$ cat config.mk
export PLATFORM = sky130hd
export DESIGN_NAME = page_seq
export DESIGN_NICKNAME = d
export VERILOG_FILES = /design/src/rtl/page_seq_pkg.sv /design/src/rtl/page_seq_slot.sv /design/src/rtl/page_seq_exec.sv /design/src/rtl/page_seq_router.sv /design/src/rtl/page_seq.sv
export SDC_FILE = /design/constraint.sdc
export NUM_CORES = 1
export LEC_CHECK = 0
export ABC_AREA = 1
export BUFFER_PORTS_ARGS = -buffer_cell sky130_fd_sc_hd__buf_4
export CORE_ASPECT_RATIO = 0.8
export CORE_UTILIZATION = 52
export CTS_CLUSTER_SIZE = 20
export DETAILED_ROUTE_END_ITERATION = 10
export GPL_TIMING_DRIVEN = 0
export HOLD_SLACK_MARGIN = 0.06
export PLACE_DENSITY = 0.82
export SYNTH_ARGS = -nofsm -noshare
export SYNTH_HDL_FRONTEND = slang
export SYNTH_HIERARCHICAL = 1
export SYNTH_SLANG_ARGS = --single-unit
$ cat constraint.sdc
create_clock -name clk -period 1.95 [get_ports clk]
set_input_delay 0 -clock clk [delete_from_list [all_inputs] [get_ports clk]]
set_output_delay 0 -clock clk [all_outputs]
set_load 0.005 [all_outputs]
$ cat src/rtl/page_seq_pkg.sv
package page_seq_pkg;

  typedef enum logic [1:0] {
    K_STORE = 2'd0,
    K_PLAY  = 2'd1,
    K_WAIT  = 2'd2
  } job_kind_e;

  // clamp a raw level into the 5-bit reading
  function automatic logic [4:0] clamp_level(input logic [7:0] raw);
    return (raw > 8'd31) ? 5'd31 : raw[4:0];
  endfunction

endpackage

$ cat src/rtl/page_seq_slot.sv
module page_seq_slot #(
  parameter int PAGE_W = 12
) (
  input  logic              clk,
  input  logic              rst_n,
  input  logic              load,
  input  logic              load_wait,
  input  logic [PAGE_W-1:0] load_page,
  input  logic              take,
  output logic              full,
  output logic              slot_wait,
  output logic [PAGE_W-1:0] slot_page
);

  always_ff @(posedge clk) begin
    if (!rst_n) begin
      full      <= 1'b0;
      slot_wait <= 1'b0;
      slot_page <= '0;
    end else if (load) begin
      // newest command always wins, even over a simultaneous take
      full      <= 1'b1;
      slot_wait <= load_wait;
      slot_page <= load_page;
    end else if (take) begin
      full <= 1'b0;
    end
  end

  a_r3_newest_wins: assert property (@(posedge clk) disable iff (!rst_n)
    load |=> (full && slot_page == $past(load_page) && slot_wait == $past(load_wait)));

  a_r2_drain_empties: assert property (@(posedge clk) disable iff (!rst_n)
    (take && !load) |=> !full);

endmodule

$ cat src/rtl/page_seq_exec.sv
module page_seq_exec
  import page_seq_pkg::*;
#(
  parameter int PAGE_W = 12,
  parameter int CNT_W  = 10
) (
  input  logic              clk,
  input  logic              rst_n,
  input  logic              tick,
  input  logic              dir_decode,
  input  logic              slot_full,
  input  logic              slot_wait,
  input  logic [PAGE_W-1:0] slot_page,
  output logic              take,
  output logic              finish,
  output logic              active,
  output job_kind_e         kind,
  output logic [PAGE_W-1:0] page,
  output logic [CNT_W-1:0]  cnt
);

  localparam logic [CNT_W-1:0] LAST = {CNT_W{1'b1}};

  assign finish = active && tick && (cnt == LAST);
  assign take   = slot_full && (!active || finish);

  always_ff @(posedge clk) begin
    if (!rst_n) begin
      active <= 1'b0;
      kind   <= K_WAIT;
      page   <= '0;
      cnt    <= '0;
    end else if (take) begin
      active <= 1'b1;
      kind   <= slot_wait ? K_WAIT : (dir_decode ? K_PLAY : K_STORE);
      page   <= slot_page;
      cnt    <= '0;
    end else if (finish) begin
      active <= 1'b0;
      cnt    <= '0;
    end else if (active && tick) begin
      cnt <= cnt + 1'b1;
    end
  end

  a_r4_one_step_per_tick: assert property (@(posedge clk) disable iff (!rst_n)
    (active && tick && !finish) |=> (active && cnt == $past(cnt) + 1'b1));

  a_r6_seamless_handover: assert property (@(posedge clk) disable iff (!rst_n)
    (finish && slot_full) |=> (active && cnt == '0));

endmodule

$ cat src/rtl/page_seq_router.sv
module page_seq_router
  import page_seq_pkg::*;
#(
  parameter int PAGE_W = 12,
  parameter int CNT_W  = 10,
  localparam int ADDR_W = PAGE_W + CNT_W
) (
  input  logic              clk,
  input  logic              rst_n,
  input  logic              tick,
  input  logic              active,
  input  job_kind_e         kind,
  input  logic [PAGE_W-1:0] page,
  input  logic [CNT_W-1:0]  cnt,
  input  logic              decode,
  input  logic              powersave,
  input  logic              enc_valid,
  input  logic              enc_bit,
  output logic              enc_ready,
  output logic              mem_req,
  output logic              mem_we,
  output logic [ADDR_W-1:0] mem_addr,
  output logic              mem_wdata,
  input  logic              mem_rvalid,
  input  logic              mem_rdata,
  output logic              out_valid,
  output logic              out_bit
);

  logic step, patt, emit, idle_ph, idle_bit;

  assign step      = active && tick;
  assign patt      = ~cnt[0];
  assign mem_req   = step && (kind != K_WAIT);
  assign mem_we    = (kind == K_STORE);
  assign mem_addr  = {page, cnt};
  assign enc_ready = step && (kind == K_STORE) && !powersave;
  assign mem_wdata = powersave ? patt : (enc_valid & enc_bit);

  // idle bit goes out on every decode tick that is not a playback access
  assign emit     = tick && decode && !(active && kind == K_PLAY);
  assign idle_bit = (active && kind == K_WAIT) ? patt : ~idle_ph;

  always_ff @(posedge clk) begin
    if (!rst_n) begin
      idle_ph   <= 1'b0;
      out_valid <= 1'b0;
      out_bit   <= 1'b0;
    end else begin
      if (emit && !active) idle_ph <= ~idle_ph;
      out_valid <= emit | mem_rvalid;
      out_bit   <= mem_rvalid ? mem_rdata : idle_bit;
    end
  end

  a_r13_read_passthrough: assert property (@(posedge clk) disable iff (!rst_n)
    mem_rvalid |=> (out_valid && out_bit == $past(mem_rdata)));

endmodule

$ cat src/rtl/page_seq.sv
module page_seq
  import page_seq_pkg::*;
#(
  parameter int PAGE_W = 12,
  parameter int CNT_W  = 10,
  parameter int LVL_W  = 8,
  localparam int ADDR_W = PAGE_W + CNT_W
) (
  input  logic              clk,
  input  logic              rst_n,
  input  logic              cmd_valid,
  input  logic              cmd_wait,
  input  logic [PAGE_W-1:0] cmd_page,
  input  logic              mode_decode,
  input  logic              mode_powersave,
  input  logic              bit_tick,
  input  logic [LVL_W-1:0]  power_in,
  input  logic              enc_valid,
  input  logic              enc_bit,
  output logic              enc_ready,
  output logic              mem_req,
  output logic              mem_we,
  output logic [ADDR_W-1:0] mem_addr,
  output logic              mem_wdata,
  input  logic              mem_rvalid,
  input  logic              mem_rdata,
  output logic              out_valid,
  output logic              out_bit,
  output logic              st_empty,
  output logic              st_idle,
  output logic [4:0]        st_power
);

  logic              full, slot_wait, take, finish, active;
  logic [PAGE_W-1:0] slot_page, page;
  logic [CNT_W-1:0]  cnt;
  job_kind_e         kind;
  logic [7:0]        lvl8;

  page_seq_slot #(.PAGE_W(PAGE_W)) slot_i (
    .clk(clk), .rst_n(rst_n), .load(cmd_valid), .load_wait(cmd_wait),
    .load_page(cmd_page), .take(take), .full(full), .slot_wait(slot_wait),
    .slot_page(slot_page)
  );

  page_seq_exec #(.PAGE_W(PAGE_W), .CNT_W(CNT_W)) exec_i (
    .clk(clk), .rst_n(rst_n), .tick(bit_tick), .dir_decode(mode_decode),
    .slot_full(full), .slot_wait(slot_wait), .slot_page(slot_page),
    .take(take), .finish(finish), .active(active), .kind(kind),
    .page(page), .cnt(cnt)
  );

  page_seq_router #(.PAGE_W(PAGE_W), .CNT_W(CNT_W)) router_i (
    .clk(clk), .rst_n(rst_n), .tick(bit_tick), .active(active), .kind(kind),
    .page(page), .cnt(cnt), .decode(mode_decode), .powersave(mode_powersave),
    .enc_valid(enc_valid), .enc_bit(enc_bit), .enc_ready(enc_ready),
    .mem_req(mem_req), .mem_we(mem_we), .mem_addr(mem_addr),
    .mem_wdata(mem_wdata), .mem_rvalid(mem_rvalid), .mem_rdata(mem_rdata),
    .out_valid(out_valid), .out_bit(out_bit)
  );

  generate
    if (LVL_W >= 8) begin : g_lvl_wide
      assign lvl8 = (|power_in[LVL_W-1:0] && (power_in > LVL_W'(255))) ? 8'hFF : power_in[7:0];
    end else begin : g_lvl_narrow
      assign lvl8 = 8'(power_in);
    end
  endgenerate

  always_ff @(posedge clk) begin
    if (!rst_n) begin
      st_power <= '0;
    end else if (finish && (kind == K_STORE || (kind == K_WAIT && !mode_decode))) begin
      st_power <= clamp_level(lvl8);
    end
  end

  assign st_empty = !full;
  assign st_idle  = !active;

  a_r2_load_clears_empty: assert property (@(posedge clk) disable iff (!rst_n)
    cmd_valid |=> !st_empty);

  a_r7_idle_after_last: assert property (@(posedge clk) disable iff (!rst_n)
    (finish && !full) |=> st_idle);

  a_r11_power_in_range: assert property (@(posedge clk) disable iff (!rst_n)
    (finish && kind == K_STORE) |=> (st_power <= 5'd31 && (st_power == $past(clamp_level(lvl8)))));

endmodule

==> summary.txt, run 1 <==
Synth
  – Count of cell types in the netlist: 32
  – Post-Synthesis Cells: 322
  – Average cell area after synthesis: 7.22 um2
  – Sequential fraction of the synthesis area: 0.405
  – Mapped Area: 2320 um2
  – Register bit total from synthesis: 47
  – Syn. warnings: 6
  – Synth Net Count: 354

Setup path
  – Crit Reg-Reg Startpoint: exec_i/cnt[0]
  – R2R depth: 11
  – Crit. End Element: flop
  – Reg2Reg Capture Point: slot_i/full
  – Critical path class: in2reg
  – CP Max Fanout: 1
  – Critical path arrival: 1940 ps
  – R2R Setup Slk: 350 ps
  – CP required: 2140 ps
  – CP Launch Type: input pin

STA
  – Final period util: 0.899
  – Final Hold Fails: 0
  – Post-route setup slack: 197 ps
  – Hold WS: 59.9 ps
  – Min cycle time layout: 1750 ps
  – Setup violations, final: 0
  – Slew headroom: 0.675
  – Fmax: 570 MHz
  – Setup_tns: 0 ps
  – Worst Skew: 6.21 ps
  – Slew @ Worst Pin: 486 ps
  – Max Slew Vio Count: 0
  – RSZ-0062 raised after global routing: no

Worst hold path
  – Worst hold-check path type: in2reg
  – Hold Path Origin: power_in[7]
  – Worst hold stages: 5
  – Worst Hold Endpoint: st_power[0]

CTS
  – Reg clk slew, reported paths: 90 ps
  – Total CTS buffers: 5
  – Skew-Pair Late Insertion Delay: 300 ps
  – TritonCTS clock tree: yes
  – Cts repair resizes: 0
  – CTS max path bufs: 2
  – Clk root buf: clkbuf_8
  – Htree depth: 2
  – Sink Count: 47

Layout
  – Finished Layout Cells: 485
  – Design Area, Final: 3300 um2
  – Inserted Diodes: 0
  – Utilization after layout: 0.780
  – Commonest non-fill, non-tap cells in the layout: buf_4 (88), nor2_1 (55), dfxtp_1 (47), inv_1 (45), nand2_1 (44)
  – Storage element area: 941 um2
  – Multi-input gate area: 965 um2
  – Net count, final: 459
  – Commonest non-fill, non-tap cell in the layout: buf_4
  – Fillers: 301
  – Share of cells above drive strength 1: 0.292
  – Area growth from synthesis to layout: 41.9%

Placement
  – Dpl ws: 381 ps
  – DP Cell Count: 444
  – GP Congestion: 0.778
  – Area after DPL: 2880 um2
  – DP Wirelength: 3470 um
  – Count of port buffers added during placement: 65

Routing
  – DR DRC count: 0
  – Final ANT Viol Nets: 0
  – Via count: 2233
  – DR pass1 iterations: 4
  – Wire per inst: 11.0 um
  – DR vias/cell: 4.60
  – First DRT Iteration DRCs: 102
  – WL final: 5350 um

Power and ir drop
  – VDD IR-drop max: 481 uV
  – Leak Pwr: 1.60 nW
  – Overall power: 2.00 mW
  – PD cells: 608 nW/um2

Flow run
  – Max-Cap Viols: 0

Status
  – Outcome: completed

Floorplanning
  – Initial core utilization: 0.549
  – Die X: 76.7 um
  – Die ar.: 4740 um2
  – Core area: 4230 um2
  – Io pins: 66
  – Rows: 21
  – Die Height: 61.8 um

Global routing
  – Largest net degree at the start of global routing: 15
  – Initial antenna violation count: 0
  – First-pass GRT wire length: 8840 um
  – Gr usage total: 0.239
  – Gr ovfl total: 0
  – Vias in the first global route: 2047
## cell families (layout without fill, tap and decap cells)
logic type               after synthesis  in the layout  share of synthesized area
adder cells (fa/ha/maj)                1              1                    0.00538
XOR/XNOR                               6              6                     0.0226
AND/OR/NAND/NOR                      151            151                      0.300
buffers and inverters                 80            186                      0.180
AO/OA/AOI/OAI                         37             37                     0.0872
flip-flops                            47             47                      0.405
## where the power goes
group | internal (mW) | switching (mW) | leakage (nW)
logic | 0.221 | 0.172 | 1.17
registers | 1.01 | 0.0368 | 0.386
clock network | 0.251 | 0.313 | 0.0412
total | 1.48 | 0.522 | 1.60
## critical path: stages
cell	delay [ps]
dlygate4sd3_1	540
buf_4	140
nor2_1	110
dlygate4sd3_1	560
nor2_1	40
dlygate4sd3_1	540
## state kept, by name, indices dropped and copies added (netlist names)
register and cells:
exec_i/active 1, exec_i/cnt 10, exec_i/kind 2, exec_i/page 12
router_i/idle_ph 1, router_i/out_bit 1, router_i/out_valid 1, slot_i/full 1
slot_i/slot_page 12, slot_i/slot_wait 1, st_power 5
## synthesized netlist by cell type (all sizes together)
cell type	count	area [um2]
o211ai	1	12.5
buf	31	234
dfxtp	47	941
a21boi	1	7.51
nand3	29	163
nor3	1	5.00
and2	1	6.26
nand3b	2	27.5
clkbuf	2	7.51
o21ai	14	70.1
a21oi	21	113
nor2	67	287
nand2	47	184
xor2	4	35.0
nand4	3	18.8
ha	1	12.5
nor4	1	6.26
inv	47	176
xnor2	2	17.5
## routing by layer
layer / vias up / global-route usage / part of all wire
met2: 67 / 0.395 / 0.46
met5: - / 0 / 0
met3: 11 / 0.0511 / 0.051
li1: 1179 / - / -
met4: 0 / 0.0934 / 0.018
met1: 976 / 0.312 / 0.47
## how the worst max path moves through the flow
stage | startpoint | end | slack, ps | cells past startpoint
2_1_floorplan | exec_i/cnt[0] | slot_i/full | 540 | 11
3_3_place_gp | exec_i/cnt[0] | exec_i/page[6] | 390 | 9
3_5_place_dp | exec_i/cnt[0] | slot_i/full | 380 | 11
4_1_cts | cmd_page[10] | slot_i/slot_page[10] | 260 | 6
5_1_grt | cmd_page[11] | slot_i/slot_page[11] | 120 | 6
6_report | cmd_page[10] | slot_i/slot_page[10] | 200 | 6
## cell type report
type                            instances  share of cell area
Multi-Input combinational cell        195               0.292
Clock inverter                          2             0.00379
Timing Repair Buffer                   98               0.248
Clock buffer                            6              0.0220
Inverter                               47              0.0535
Tap cell                               57              0.0216
Sequential cell                        47               0.285
Buffer                                 33              0.0732
## timing repair
action | in CTS | in global routing
hold buffers | 33 | 0
buffers inserted | 0 | 0
hold endpoints to repair | 21 | 0
Note: power is estimated with default switching activity, not from simulation.
==> run 2, diff against run 1 <==
--- a/config.mk
+++ b/config.mk
@@ -7,7 +7,6 @@
 export LEC_CHECK = 0
 export ABC_AREA = 1
 export BUFFER_PORTS_ARGS = -buffer_cell sky130_fd_sc_hd__buf_4
-export CORE_ASPECT_RATIO = 0.8
 export CORE_UTILIZATION = 52
 export CTS_CLUSTER_SIZE = 20
 export DETAILED_ROUTE_END_ITERATION = 10
==> summary.txt, run 2 (synthesis results as in run 1) <==
CTS
  – Clk root buf: clkbuf_8
  – CTS max path bufs: 2 (unchanged)
  – Sink Count: 47 (unchanged)
  – Post-CTS Setup Bufs: 0 (unchanged)
  – Cts repair resizes: 0 (unchanged)
  – TritonCTS clock tree: yes
  – Reg clk slew, reported paths: 90 ps (about the same)
  – CTS Hold Bufs: 36 (+9.1%)
  – Total CTS buffers: 5 (unchanged)
  – Skew-Pair Late Insertion Delay: 300 ps (about the same)
  – Htree depth: 2 (unchanged)

Setup path
  – Slowest stage cell on the critical path: dlygate4sd3_1
  – CP Launch Type: input pin
  – Crit. End Element: flop
  – CP max stage delay: 560 ps (about the same)
  – CP Max Fanout: 1 (unchanged)
  – Delay-heaviest family, CP: buffers and inverters
  – CP dominant cell by count: dlygate4sd3_1
  – Critical path arrival: 1930 ps (about the same)
  – Crit path buf inv count: 4 (unchanged)
  – Critical-path cell list: dlygate4sd3_1, buf_4, nor2_1, dlygate4sd3_1, nor2_1, dlygate4sd3_1
  – Critical path class: in2reg
  – CP required: 2150 ps (about the same)

Power and ir drop
  – VDD IR-drop max: 554 uV (+15%)
  – Overall power: 2.07 mW (+3.4%)
  – Leak Pwr: 1.62 nW (+1.1%)
  – PD cells: 622 nW/um2 (+2.3%)

Worst hold path
  – Worst hold-check path type: in2reg

Routing
  – DR pass1 iterations: 4 (unchanged)
  – Final ANT Viol Nets: 0 (unchanged)
  – WL final: 5550 um (+3.7%)
  – Via count: 2313 (+3.6%)
  – DR vias/cell: 4.81 (+4.4%)
  – DR DRC count: 0 (unchanged)
  – First DRT Iteration DRCs: 145 (+42%)
  – Wire per inst: 11.5 um (+4.6%)

Floorplanning
  – Core area: 4140 um2 (-2.0%)
  – Die Height: 68.8 um (+11%)
  – Initial core utilization: 0.561 (+0.0114)
  – Die X: 68.8 um (-10%)
  – Io pins: 66 (unchanged)
  – Die ar.: 4740 um2 (about the same)
  – Rows: 23 (+9.5%)

STA
  – Fmax: 579 MHz (+1.6%)
  – Setup_tns: 0 ps (unchanged)
  – Min cycle time layout: 1730 ps (-27.0 ps)
  – RSZ-0062 raised after global routing: no
  – Final period util: 0.885 (-0.0138)
  – Max Slew Vio Count: 0 (unchanged)
  – Slew @ Worst Pin: 460 ps (-26.0 ps)
  – Worst Skew: 4.22 ps (-1.99 ps)
  – Final Hold Fails: 0 (unchanged)
  – Slew headroom: 0.692 (+0.0174)
  – Setup violations, final: 0 (unchanged)

Layout
  – Share of cells above drive strength 1: 0.292 (about the same)
  – Inserted Diodes: 0 (unchanged)
  – Fillers: 282 (-6.3%)
  – Commonest non-fill, non-tap cell in the layout: buf_4
  – Largest regs: exec_i/page x12, slot_i/slot_page x12, exec_i/cnt x10
  – Area growth from synthesis to layout: 43.5%
  – Commonest non-fill, non-tap cells in the layout: buf_4 (88), nor2_1 (55), dfxtp_1 (47), inv_1 (45), nand2_1 (44)
  – Utilization after layout: 0.804 (+0.0247)
  – Net count, final: 462 (+0.65%)

Placement
  – Count of port buffers added during placement: 65 (unchanged)
  – DP Wirelength: 3400 um (-2.3%)
  – GP Congestion: 0.772 (-0.80%)

Flow run
  – Max-Cap Viols: 0 (unchanged)

Global routing
  – First-pass GRT wire length: 9070 um (+2.6%)
  – Gr usage total: 0.261 (+0.0221)
  – Largest net degree at the start of global routing: 16 (+1)
  – Vias in the first global route: 2030 (-0.83%)
  – Gr ovfl total: 0 (unchanged)
  – Initial antenna violation count: 0 (unchanged)

Status
  – Outcome: completed
## run 2: cell types whose count changed in the layout (fill, tap and decap cells not counted)
cell	before	now
clkinv_4	0	1
clkbuf_8	5	6
dlygate4sd3_1	33	36
clkbuf_1	3	2
clkinv_2	1	0
## run 2: worst paths after layout
| kind | start | endpoint | slack [ps] | depth (start not counted) |
|---|---|---|---|---|
| worst max-delay path | cmd_page[11] | slot_i/slot_page[11] | 220 | 6 |
| worst min-delay path | mode_decode | router_i/idle_ph | 80 | 4 |
| worst max register to register | exec_i/active | exec_i/page[6] | 300 | 8 |
| worst min register to register | exec_i/page[9] | exec_i/page[9] | 490 | 2 |
## run 2: worst register-to-register path: cells and delay by family, from the launching register on
family,cells,cell delay [ps]
flip-flops,1,550
AND/OR/NAND/NOR,7,790
buffers and inverters,1,210
## run 2: per-layer routing
| metal | vias to the layer above | GRT usage | wire length, um |
|---|---|---|---|
| met5 | - | 0 | 0 |
| met4 | 0 | 0.110 | 81 |
| met3 | 9 | 0.0592 | 257 |
| met2 | 72 | 0.422 | 2750 |
| met1 | 1045 | 0.331 | 2460 |
| li1 | 1187 | - | - |
## run 2: cell type report
cell class	count	area, um2	share of cell area
multi-input combinational	195	965	0.289
sequential	47	941	0.282
timing repair buffer	101	848	0.255
buffer	33	241	0.0724
inverter	47	176	0.0529
clock buffer	6	82.6	0.0248
tap	50	62.6	0.0188
clock inverter	2	16.3	0.00488
## run 2: through the flow
stage	cell area [um2]	std cells	hold WS, ps	setup slack, ps
3_5_place_dp	2870	437	229	343
2_1_floorplan	2320	322	35.4	544
5_1_grt	3330	481	94.3	140
6_report	3330	481	75.5	224
3_3_place_gp	2870	437	223	381
4_1_cts	3330	481	69.3	261
## run 2: power breakdown
part / internal, mW / switching [mW]
sequential: 1.01 / 0.0390
combinational: 0.224 / 0.172
clock: 0.290 / 0.336
total: 1.52 / 0.547
